File: config.mk
export PLATFORM = sky130hd
export DESIGN_NAME = rfb_bridge
export DESIGN_NICKNAME = d
export VERILOG_FILES = /design/src/rtl/rfb_pkg.sv /design/src/rtl/rfb_regfile.sv /design/src/rtl/rfb_xfer_engine.sv /design/src/rtl/rfb_bridge.sv
export SDC_FILE = /design/constraint.sdc
export NUM_CORES = 1
export LEC_CHECK = 0
export CAP_MARGIN = 10
export CORE_MARGIN = 5
export CORE_UTILIZATION = 41
export DETAILED_ROUTE_END_ITERATION = 10
export DONT_BUFFER_PORTS = 1
export GPL_ROUTABILITY_DRIVEN = 0
export MAX_ROUTING_LAYER = met4
export SETUP_SLACK_MARGIN = 0.02
export SYNTH_ARGS = -nofsm -noshare
export SYNTH_HDL_FRONTEND = slang
export SYNTH_SLANG_ARGS = --single-unit
export TNS_END_PERCENT = 1
File: constraint.sdc
create_clock -name clk -period 4.2 [get_ports clk]
set_clock_uncertainty 0.2 [all_clocks]
set_input_delay 0.63 -clock clk [delete_from_list [all_inputs] [get_ports clk]]
set_output_delay 0.63 -clock clk [all_outputs]
set_load 0.01 [all_outputs]
File: src/rtl/rfb_pkg.sv
package rfb_pkg;

  // Field positions of the command/status word. These are fixed by the
  // protocol the host software follows.
  localparam int DATA_LSB = 0;
  localparam int DATA_W   = 8;
  localparam int REG_LSB  = 8;
  localparam int REG_W    = 5;
  localparam int WR_BIT   = 16;
  localparam int BUSY_BIT = 17;
  localparam int OVR_BIT  = 31;

  typedef struct packed {
    logic [REG_W-1:0]  regnum;
    logic [DATA_W-1:0] data;
    logic              wr;
  } rfb_cmd_t;

  // Pull the command fields out of a host word.
  function automatic rfb_cmd_t unpack_cmd(logic [31:0] word);
    rfb_cmd_t c;
    c.regnum = word[REG_LSB +: REG_W];
    c.data   = word[DATA_LSB +: DATA_W];
    c.wr     = word[WR_BIT];
    return c;
  endfunction

  // Assemble the status word seen by the host.
  function automatic logic [31:0] pack_status(rfb_cmd_t c, logic bsy, logic ovr);
    logic [31:0] w;
    w = '0;
    w[DATA_LSB +: DATA_W] = c.data;
    w[REG_LSB +: REG_W]   = c.regnum;
    w[WR_BIT]             = c.wr;
    w[BUSY_BIT]           = bsy;
    w[OVR_BIT]            = ovr;
    return w;
  endfunction

endpackage

File: src/rtl/rfb_regfile.sv
module rfb_regfile #(
  parameter int DEPTH = 32,
  parameter int DW    = 8,
  parameter int AW    = 5
) (
  input  logic          clk,
  input  logic          rst_n,
  input  logic          we,
  input  logic [AW-1:0] waddr,
  input  logic [DW-1:0] wdata,
  input  logic [AW-1:0] raddr,
  output logic [DW-1:0] rdata
);

  logic [DW-1:0] mem [DEPTH];

  always_ff @(posedge clk) begin
    if (!rst_n) begin
      for (int i = 0; i < DEPTH; i++) mem[i] <= '0;
    end else if (we && (int'(waddr) < DEPTH)) begin
      mem[waddr] <= wdata;
    end
  end

  generate
    if (DEPTH == (1 << AW)) begin : g_full
      assign rdata = mem[raddr];
    end else begin : g_partial
      assign rdata = (int'(raddr) < DEPTH) ? mem[raddr] : '0;
    end
  endgenerate

  // A stored write is visible at its address one cycle later.
  assert_store_R4: assert property (@(posedge clk) disable iff (!rst_n)
    (we && (int'(waddr) < DEPTH)) |=> (mem[$past(waddr)] == $past(wdata)));

endmodule

File: src/rtl/rfb_xfer_engine.sv
module rfb_xfer_engine #(
  parameter int LATENCY = 24,
  parameter int TIMEOUT = 64,
  localparam int CW     = $clog2(TIMEOUT + 1)
) (
  input  logic clk,
  input  logic rst_n,
  input  logic start,
  input  logic link_stall,
  output logic busy,
  output logic done_evt,
  output logic tmo_evt
);

  logic [CW-1:0] step_q;
  logic [CW-1:0] age_q;
  logic          last_step;
  logic          age_out;

  initial assert_param_R8: assert (TIMEOUT > LATENCY && LATENCY >= 1)
    else $error("TIMEOUT must exceed LATENCY");

  assign last_step = busy && !link_stall && (step_q == CW'(LATENCY - 1));
  assign age_out   = busy && (age_q == CW'(TIMEOUT - 1));
  assign done_evt  = last_step;
  assign tmo_evt   = age_out && !last_step;

  always_ff @(posedge clk) begin
    if (!rst_n) begin
      busy   <= 1'b0;
      step_q <= '0;
      age_q  <= '0;
    end else if (!busy) begin
      if (start) begin
        busy   <= 1'b1;
        step_q <= '0;
        age_q  <= '0;
      end
    end else if (done_evt || tmo_evt) begin
      busy <= 1'b0;
    end else begin
      age_q <= age_q + 1'b1;
      if (!link_stall) step_q <= step_q + 1'b1;
    end
  end

  assert_lat_bound_R3: assert property (@(posedge clk) disable iff (!rst_n)
    busy |-> (int'(step_q) < LATENCY));

  assert_tmo_bound_R8: assert property (@(posedge clk) disable iff (!rst_n)
    busy |-> (int'(age_q) < TIMEOUT));

  assert_busy_end_R3: assert property (@(posedge clk) disable iff (!rst_n)
    $fell(busy) |-> $past(done_evt || tmo_evt));

  assert_stall_hold_R7: assert property (@(posedge clk) disable iff (!rst_n)
    (busy && link_stall && !tmo_evt) |=> $stable(step_q));

endmodule

File: src/rtl/rfb_bridge.sv
module rfb_bridge #(
  parameter int LATENCY = 24,
  parameter int TIMEOUT = 64,
  parameter int NREG    = 32
) (
  input  logic        clk,
  input  logic        rst_n,
  input  logic        host_wr,
  input  logic        host_rd,
  input  logic [31:0] host_wdata,
  output logic [31:0] host_rdata,
  input  logic        link_stall
);
  import rfb_pkg::*;

  // Named events, brought out for the assertions.
  logic     cmd_valid;
  logic     accept;
  logic     collide;
  logic     busy;
  logic     done_evt;
  logic     tmo_evt;
  logic     rf_we;
  logic [DATA_W-1:0] rf_rdata;

  rfb_cmd_t cur_q;
  logic     ovr_q;
  logic     ones_q;

  assign cmd_valid = host_wr && host_wdata[BUSY_BIT];
  assign accept    = cmd_valid && !busy;
  assign collide   = cmd_valid && busy;
  assign rf_we     = done_evt && cur_q.wr;

  rfb_xfer_engine #(
    .LATENCY (LATENCY),
    .TIMEOUT (TIMEOUT)
  ) u_engine (
    .clk        (clk),
    .rst_n      (rst_n),
    .start      (cmd_valid),
    .link_stall (link_stall),
    .busy       (busy),
    .done_evt   (done_evt),
    .tmo_evt    (tmo_evt)
  );

  rfb_regfile #(
    .DEPTH (NREG),
    .DW    (DATA_W),
    .AW    (REG_W)
  ) u_regs (
    .clk   (clk),
    .rst_n (rst_n),
    .we    (rf_we),
    .waddr (cur_q.regnum),
    .wdata (cur_q.data),
    .raddr (cur_q.regnum),
    .rdata (rf_rdata)
  );

  // Latched command; the data field takes the read result on completion.
  always_ff @(posedge clk) begin
    if (!rst_n) begin
      cur_q <= '0;
    end else if (accept) begin
      cur_q <= unpack_cmd(host_wdata);
    end else if (done_evt && !cur_q.wr) begin
      cur_q.data <= rf_rdata;
    end
  end

  // Sticky overrun: a set wins over a clear in the same cycle.
  always_ff @(posedge clk) begin
    if (!rst_n)        ovr_q <= 1'b0;
    else if (collide)  ovr_q <= 1'b1;
    else if (host_rd)  ovr_q <= 1'b0;
  end

  // One-shot all-ones view after an abandoned transfer.
  always_ff @(posedge clk) begin
    if (!rst_n)                 ones_q <= 1'b0;
    else if (tmo_evt)           ones_q <= 1'b1;
    else if (host_rd || accept) ones_q <= 1'b0;
  end

  assign host_rdata = ones_q ? '1 : pack_status(cur_q, busy, ovr_q);

  assert_accept_R2: assert property (@(posedge clk) disable iff (!rst_n)
    accept |=> busy);

  assert_overrun_R6: assert property (@(posedge clk) disable iff (!rst_n)
    collide |=> ovr_q);

  assert_hold_R6: assert property (@(posedge clk) disable iff (!rst_n)
    busy |=> ($stable(cur_q.regnum) && $stable(cur_q.wr)));

  assert_idle_R9: assert property (@(posedge clk) disable iff (!rst_n)
    (!cmd_valid && !busy) |=> !busy);

endmodule

==> metrics.csv, run 1 <==
stage;metric;value;unit
critical_path;ff2ff_path_depth;6;
global_route;grt.overflow.total;0;
routing;vias;8468;
timing;fin_crit_sh;72.8;%
critical_path;cp_slowest_cell;o21ai_0;
clock_network;cts_tree;done;
synth;synth_top_area_share;55.5;%
critical_path;critPathBufInv;2;
timing;slew_headroom;28.3;%
synth;synthTopCellsByCount;260 x and2_1, 256 x edfxtp_1, 50 x clkbuf_1, 49 x o21ai_0;
pwr;p_switching;1.42;mW
timing;setup-tns-final;0;ps
cells_and_area;fin_util;46.3;%
die;start_util;41.4;%
timing;fmax;0.327;GHz
pwr;pwr-share-comb;6.3;%
synth;synth_edf_count;256;
pwr;p_clk_share;42.4;%
synth;ys_seq_area_share;60.7;%
routing;vias_per_cell;5.47;
synth;async_flop_share;0;%
critical_path;crit_path_start_kind;flop;
synth;synth.most_common_cell;and2_1;
synth;ys_seq_elements;292;
critical_path;r2r_setup_slack;1140;ps
pwr;powerDensity;424;nW/um^2
clock_network;cts_resized;0;
placement;hpwl;22.8;mm
timing;slew_viol_final;0;
placement;place_ws;1110;ps
clock_network;cts.sinks;292;
pwr;p_int;5.14;mW
critical_path;crit_chain;nor2b_1 > and4_1 > nand4b_1 > buf_4 > o21ai_0 > buf_4;
critical_path;startpoint;u_engine.busy;
pwr;p_leak;5.28;nW
critical_path;crit_type;flop to flop;
synth;syn_nets;1112;
cells_and_area;syn2layout_area_growth;11.8;%
synth;synth_area_leaders;edfxtp_1 56%, and2_1 12%, dfxtp_1 5.2%, mux4_2 4.9%, mux2_2 2.1%;
critical_path;cp-end-kind;flop;
clock_network;path_clk_slew;60;ps
global_route;grt_pass1_wl;53.5;mm
critical_path;max_stage_delay;610;ps
critical_path;arrival;3130;ps
critical_path;timing.critical_path.mode_cell;buf_4;
cells_and_area;fin_nets;1112;
synth;yosys.area.top_type;edfxtp_1;
global_route;grt_max_degree;54;
clock_network;cts.root.buffer_cell;clkbuf_16;
timing;final-setup-viol-count;0;
placement;portBuffers;0;
critical_path;crit_cells;6;
critical_path;required;4270;ps
timing;hold_viol_final;0;
critical_path;path_max_fanout;12;
timing;worst_pin_slew;1080;ps
die;dieArea;37600;um^2
clock_network;cts_max_level;1;
synth;synth-main-ff-cell;edfxtp_1;
pwr;p_sw_share;21.7;%
pwr;ir_drop;0.000312;V
die;num_rows;67;
global_route;track_usage;18.9;%
min_path;worstHoldStart;rst_n;
global_route;antenna_found_initial;2;
clock_network;clk_latency;550;ps
synth;avgSynthCellArea;12.9;um^2
die;design.core.area;33400;um^2
timing;rsz0062_at_grt;no;
outcome;outcome;complete, no violations;
routing;wire_per_inst;22.5;um
synth;yosys.cell_types.count;60;
die;die_w;194;um
min_path;whs_path_depth;1;
routing;drtIter0Drc;808;
clock_network;clk_path_buf_depth;3;
routing;ant_nets;0;
timing;fin_crit;3060;ps
synth;syn_inst;1073;
flow_run;drv_cap;0;
timing;setup_slack;1140;ps
critical_path;cp_top_family;simple AND/OR/NAND/NOR gates;
routing;drc;0;
routing;routed_wl;34.9;mm
cells_and_area;drive_gt1_share;18.5;%
min_path;hp-class;input port to flop;
routing;firstDrtPassIters;5;
die;ioPinCount;69;
synth;synth_area;13900;um^2
critical_path;r2r_start;u_engine.busy;
die;die_h;194;um
synth;yosysWarnings;0;
global_route;grt_pass1_vias;8683;
pwr;seqPwrFrac;51.3;%
clock_network;numCtsBuffers;30;
## layout make-up
cell class / count / area, um^2
clock inverter: 16 / 200
timing repair buffer: 61 / 460
antenna: 4 / 10.0
fill: 2963 / 18000
multi-input combinational: 685 / 4980
clock buffer: 40 / 840
sequential: 292 / 8420
tap: 448 / 561
inverter: 3 / 11.3
## power groups by stage
stage          Combinational, mW  Clock [mW]  Sequential [mW]
2_1_floorplan              0.283           0             3.37
3_5_place_dp               0.410           0             3.43
4_1_cts                    0.413        2.83             3.37
5_1_grt                    0.441        2.95             3.38
6_report                   0.412        2.79             3.37
3_3_place_gp               0.408           0             3.43
## layer usage
metal	share of wire [%]	wire length, um	global-route usage (%)
met4	2.3	814	4.25
met5	0	0	-
met1	44	15500	26.0
met3	6.6	2310	2.81
met2	47	16300	30.2
## cell usage in the layout (no fill, tap or decap), types with 6 or more instances in the layout
cell,count
mux4_2,30
o22ai_1,26
o21ai_0,49
edfxtp_1,256
nor2_1,36
buf_4,60
dfxtp_1,32
mux2i_1,26
o31ai_1,9
clkbuf_1,6
clkbuf_16,31
clkinv_1,6
a211oi_1,14
or3_1,6
a21oi_1,21
nand3_1,7
or2_2,18
mux2_2,26
a21boi_0,9
nor3_1,7
nor2_2,12
and2_1,260
nand2b_1,8
nand2_1,31
nor2b_1,12
nand4_1,6
## final timing paths
kind | endpoint
max | u_regs.mem[22][1]
min | u_engine.step_q[0]
max reg2reg | u_regs.mem[22][1]
min reg2reg | u_engine.age_q[5]
## what timing repair did
item | CTS | global route
hold buffers | 1 | 0
hold endpoints to repair | 3 | 0
buffers inserted | 0 | 0
## registers in the layout (all words and copies together) (netlist names), named ones only
name / count
u_engine.age_q: 7
u_engine.step_q: 7
u_regs.mem: 256
ones_q: 1
ovr_q: 1
u_engine.busy: 1
cur_q: 14
## logic make-up after synthesis
kind of cell	count (synthesis)	synth area share [%]
buffers and inverters	96	3.33
and+or+nand+nor	435	19.1
muxes	82	8.87
xor gates and xnor gates	5	0.316
DFF	292	60.7
AOI/OAI and AO/OA	161	7.52
adders and majority gates	2	0.181
## stage by stage
stage	hold slack, ps	total power [mW]	instance area (um^2)	instances
floorplan	248	3.66	13900	1073
global placement	267	3.83	14400	1488
detailed placement	277	3.84	14400	1488
CTS	2.39	6.62	15500	1545
global route	9.77	6.78	15500	1547
finish	22.6	6.57	15500	1549
No activity file was read; power rests on OpenSTA's default activity.
==> run 2, diff against run 1 <==
- clock period: 4.2 -> 2.65 ns (I/O delays scaled with it)
==> run 2 against run 1 <==
  * Fmax is 24% higher
  * Combinational power is 84% higher
  * Sequential share of layout area fell by 1.4 points
  * Critical endpoint is now u_regs.mem[10][3]
==> metrics.csv, run 2 (synthesized netlist as in run 1, its figures left out) <==
stage;metric;value;unit
timing;fin_crit;2460;ps
die;num_rows;67;
global_route;use_met2;29.7;%
routing;ant_nets;0;
timing;setup-tns-final;0;ps
cells_and_area;mostFrequentLayoutCells;260 x and2_1, 256 x edfxtp_1, 85 x buf_4;
global_route;grt-busiest-layer;met2;
timing;slew_viol_final;0;
global_route;grt_use_met1;26.3;%
global_route;antenna_found_initial;0;
clock_network;cts.root.buffer_cell;clkbuf_16;
global_route;grt_use_met3;3.08;%
critical_path;path_max_fanout;16;
die;ioPinCount;69;
placement;place_ws;100;ps
critical_path;crit_chain;nor4b_4 > and4_1 > nand4b_1 > buf_4 > nor2_1 > and2_1;
flow_run;drv_cap;0;
cells_and_area;antenna_cells;0;
placement;hpwl;23.0;mm
critical_path;max_stage_delay;450;ps
die;start_util;41.4;%
pwr;powerDensity;633;nW/um^2
routing;firstDrtPassIters;7;
global_route;grt.overflow.total;0;
timing;final-setup-viol-count;0;
die;dieArea;37600;um^2
global_route;grt_pass1_vias;8712;
cells_and_area;largest-register;u_regs.mem;
critical_path;cp_slowest_cell;nor2_1;
clock_network;numCtsBuffers;31;
routing;drtIter0Drc;778;
die;die_h;194;um
critical_path;cp-end-kind;flop;
global_route;grt_pass1_wl;53.5;mm
timing;worst_pin_slew;1020;ps
timing;setup_slack;186;ps
critical_path;required;2860;ps
routing;vias;8704;
die;design.core.area;33400;um^2
critical_path;arrival;2680;ps
timing;fmax;0.406;GHz
timing;rsz0062_at_grt;no;
die;die_w;194;um
clock_network;clk_latency;550;ps
cells_and_area;layout_commonest_cell;and2_1;
cells_and_area;largest_reg_flops;256;
global_route;grt_max_degree;35;
cells_and_area;num-fill-cells;2940;
clock_network;cts.sinks;292;
cells_and_area;fin_nets;1165;
critical_path;crit_type;flop to flop;
pwr;ir_drop;0.000457;V
cells_and_area;top_regs;u_regs.mem x256, cur_q x14;
clock_network;cts_max_level;1;
min_path;hp-class;input port to flop;
routing;vias_per_cell;5.45;
cells_and_area;drive_gt1_share;20.4;%
clock_network;path_clk_slew;60;ps
routing;routed_wl;35.4;mm
timing;fin_crit_sh;93.0;%
timing;hold_viol_final;0;
clock_network;cts_tree;done;
routing;wire_per_inst;22.1;um
outcome;outcome;complete, no violations;
cells_and_area;syn2layout_area_growth;14.9;%
placement;portBuffers;0;
global_route;track_usage;19.0;%
pwr;p_leak;5.49;nW
routing;drc;0;
critical_path;crit_path_start_kind;flop;
timing;slew_headroom;32.1;%
clock_network;clk_path_buf_depth;3;
[run 2: cell types whose count changed in the layout (fill, tap and decap cells not counted), sizes merged]
cell / previous run / this run
bufinv: 5 / 1
dlygate4sd3: 1 / 20
diode: 4 / 0
clkinv: 10 / 13
clkinvlp: 1 / 3
buf: 60 / 93
[run 2: repair_timing]
action,4_1_cts,5_1_grt
resized for setup,0,5
setup buffers,0,1
setup endpoints to repair,0,17
hold endpoints to repair,82,0
hold buffers,21,0
[run 2: path summary, 6_finish.rpt]
path	from	to	slack (ps)	cells after the start
hold / removal	rst_n	u_regs.mem[18][0]	30	2
setup / recovery	u_engine.step_q[3]	u_regs.mem[10][3]	190	6
hold reg to reg	u_engine.age_q[5]	u_engine.age_q[5]	280	2
setup reg to reg	u_engine.step_q[3]	u_regs.mem[10][3]	190	6
[run 2: through the flow]
step / area [um^2] / power (mW) / hold slack (ps) / utilization (%) / instances
6_report: 15900 / 10.1 / 31.4 / 47.6 / 1598
5_1_grt: 15900 / 10.4 / 25.6 / 47.6 / 1598
4_1_cts: 15900 / 10.1 / 1.05 / 47.4 / 1597
3_5_place_dp: 14700 / 6.13 / 274 / 44.0 / 1519
3_3_place_gp: 14700 / 6.12 / 265 / 44.0 / 1519
2_1_floorplan: 13900 / 5.80 / 248 / - / 1073
[run 2: power by group]
| group | total, mW | switching [mW] | internal, mW |
|---|---|---|---|
| sequential | 5.33 | 0.129 | 5.20 |
| clock | 3.99 | 1.75 | 2.23 |
| combinational | 0.757 | 0.435 | 0.323 |
[run 2: area by class of cell]
class	count	area [um^2]	share of cell area (%)
Clock buffer	40	810	5.09
Inverter	3	11.3	0.0708
Multi-Input combinational cell	685	4990	31.4
Timing Repair Buffer	113	1010	6.32
Tap cell	448	561	3.52
Sequential cell	292	8420	52.9
Clock inverter	17	106	0.669
[run 2: critical path, delay by kind of cell (launching register included)]
family,cells,cell delay (ps)
and+or+nand+nor,5,1510
buffers and inverters,1,240
DFF,1,360
[run 2: layer usage]
metal  vias up  wire, um
met2       281     16300
met3        50      2540
met1      4346     15700
met5         -         0
met4         0       790
li1       4027         -
==> run 3, diff against run 2 <==
- CORE_MARGIN: 5 -> 1.5
- PLACE_DENSITY_LB_ADDON: unset -> 0.2
==> run 3 against run 2 <==
  * Worst hold slack improved by 6.0 ps
  * Setup slack got worse by 27 ps
  * Via count decreased by 0.80%
  * Flip-flop and latch count unchanged
  * Fmax decreased by 1.1%
  * Die area decreased by 7.1%
  * Clock power increased by 18%
  * Register-to-register slack got worse by 30 ps
  * First-iteration DRC count decreased by 8.7%
  * Sequential share of layout area decreased by 0.20 points
  * Largest power group unchanged
==> metrics.csv, run 3 (synthesized netlist as in run 1, its figures left out) <==
stage;metric;value;unit
outcome;outcome;complete, no violations;
cells_and_area;largest-register;u_regs.mem;
die;design.core.area;33400;um^2
cells_and_area;largest_reg_flops;256;
clock_network;path_clk_slew;60;ps
critical_path;cp-end-kind;flop;
placement;portBuffers;0;
clock_network;cts.root.buffer_cell;clkbuf_16;
cells_and_area;drive_gt1_share;20.7;%
die;num_rows;67;
critical_path;r2r_start;u_engine.step_q[3];
routing;routed_wl;35.5;mm
timing;setup_slack;159;ps
global_route;antenna_found_initial;1;
critical_path;path_max_fanout;10;
clock_network;cts_max_level;2;
pwr;power;10.8;mW
routing;ant_nets;0;
global_route;use_met2;32.5;%
critical_path;r2r_setup_slack;160;ps
clock_network;cts.sinks;292;
timing;worst_pin_slew;888;ps
critical_path;max_stage_delay;440;ps
cells_and_area;fin_nets;1157;
global_route;track_usage;21.3;%
routing;drc;0;
timing;fmax;0.401;GHz
routing;drtIter0Drc;710;
routing;vias;8634;
global_route;grt.overflow.total;0;
critical_path;critPathBufInv;1;
timing;rsz0062_at_grt;yes;
cells_and_area;mostFrequentLayoutCells;260 x and2_1, 256 x edfxtp_1, 81 x buf_4;
cells_and_area;num-fill-cells;3018;
timing;slew_viol_final;0;
critical_path;crit_type;flop to flop;
cells_and_area;layout_commonest_cell;and2_1;
timing;slew_headroom;40.6;%
critical_path;r2r_end;u_regs.mem[19][4];
global_route;grt_use_met1;29.5;%
min_path;whs_path_depth;2;
min_path;worstHoldStart;rst_n;
min_path;hp-class;input port to flop;
timing;final-setup-viol-count;0;
clock_network;clk_latency;510;ps
die;die_w;187;um
cells_and_area;top_regs;u_regs.mem x256, cur_q x14;
flow_run;drv_cap;0;
pwr;ir_drop;0.000517;V
cells_and_area;syn2layout_area_growth;15.2;%
die;start_util;41.5;%
timing;fin_crit;2490;ps
placement;hpwl;23.9;mm
die;die_h;187;um
placement;place_ws;159;ps
critical_path;cp_slowest_cell;nor2_1;
global_route;grt_max_degree;35;
min_path;min_to;u_regs.mem[30][0];
critical_path;cp_top_family;simple AND/OR/NAND/NOR gates;
global_route;grt_pass1_wl;53.7;mm
clock_network;clk_path_buf_depth;3;
critical_path;startpoint;u_engine.step_q[3];
pwr;powerDensity;675;nW/um^2
pwr;p_leak;5.53;nW
die;ioPinCount;69;
global_route;grt_use_met3;3.27;%
timing;hold_viol_final;0;
critical_path;crit_chain;nor4b_4 > and4_1 > nand4_1 > buf_4 > nor2_1 > and2_1;
routing;firstDrtPassIters;5;
routing;vias_per_cell;5.43;
routing;wire_per_inst;22.3;um
clock_network;numCtsBuffers;34;
critical_path;arrival;2670;ps
critical_path;crit_path_start_kind;flop;
timing;fin_crit_sh;94.0;%
clock_network;cts_tree;done;
global_route;grt_pass1_vias;8520;
global_route;grt-busiest-layer;met2;
die;dieArea;34900;um^2
cells_and_area;antenna_cells;0;
critical_path;required;2830;ps
critical_path;ff2ff_path_depth;6;
[run 3: cell types whose count changed in the layout (fill, tap and decap cells not counted), sizes merged, moves of 2 or more]
cell / before / now
buf: 93 / 86
bufinv: 1 / 3
clkbuf: 40 / 45
clkinv: 13 / 9
dlygate4sd3: 20 / 16
[run 3: where the power goes]
| part | switching [mW] | internal [mW] | total, mW |
|---|---|---|---|
| logic | 0.442 | 0.301 | 0.743 |
| registers | 0.113 | 5.20 | 5.32 |
| clock network | 1.85 | 2.86 | 4.71 |
[run 3: layout make-up]
type / count / area, um^2 / share of cell area, %
Sequential cell: 292 / 8420 / 52.7
Multi-Input combinational cell: 685 / 4980 / 31.2
Clock buffer: 45 / 966 / 6.05
Timing Repair Buffer: 102 / 868 / 5.44
Tap cell: 448 / 561 / 3.51
Clock inverter: 15 / 156 / 0.980
Inverter: 3 / 11.3 / 0.0705
[run 3: what timing repair did]
item,in CTS,in global routing
setup endpoints to repair,0,3
hold buffers,16,0
hold endpoints to repair,27,0
setup buffers,0,0
gates resized for setup,0,1
[run 3: through the flow]
stage	utilization, %	TNS (ps)	instances	cell area (um^2)	hold slack (ps)
3_5_place_dp	44.0	0	1514	14700	273
5_1_grt	47.8	0	1590	16000	23.9
3_3_place_gp	44.0	0	1514	14700	265
2_1_floorplan	-	-16410	1073	13900	248
4_1_cts	47.8	0	1590	16000	20.4
6_report	47.8	0	1590	16000	37.4
[run 3: worst max-delay path by stage]
stage / endpoint / slack (ps) / cells past startpoint
global route: u_regs.mem[19][1] / 10 / 6
finish: u_regs.mem[19][4] / 160 / 6
CTS: u_regs.mem[31][0] / 150 / 6
detailed placement: u_regs.mem[31][0] / 160 / 6
global placement: u_regs.mem[31][7] / 160 / 6
floorplan: u_regs.mem[24][0] / -200 / 6
[run 3: per-layer routing]
layer	wire (um)	share of wire, %
met5	0	0
met3	1690	4.8
met2	16300	46
met4	888	2.5
met1	16600	47
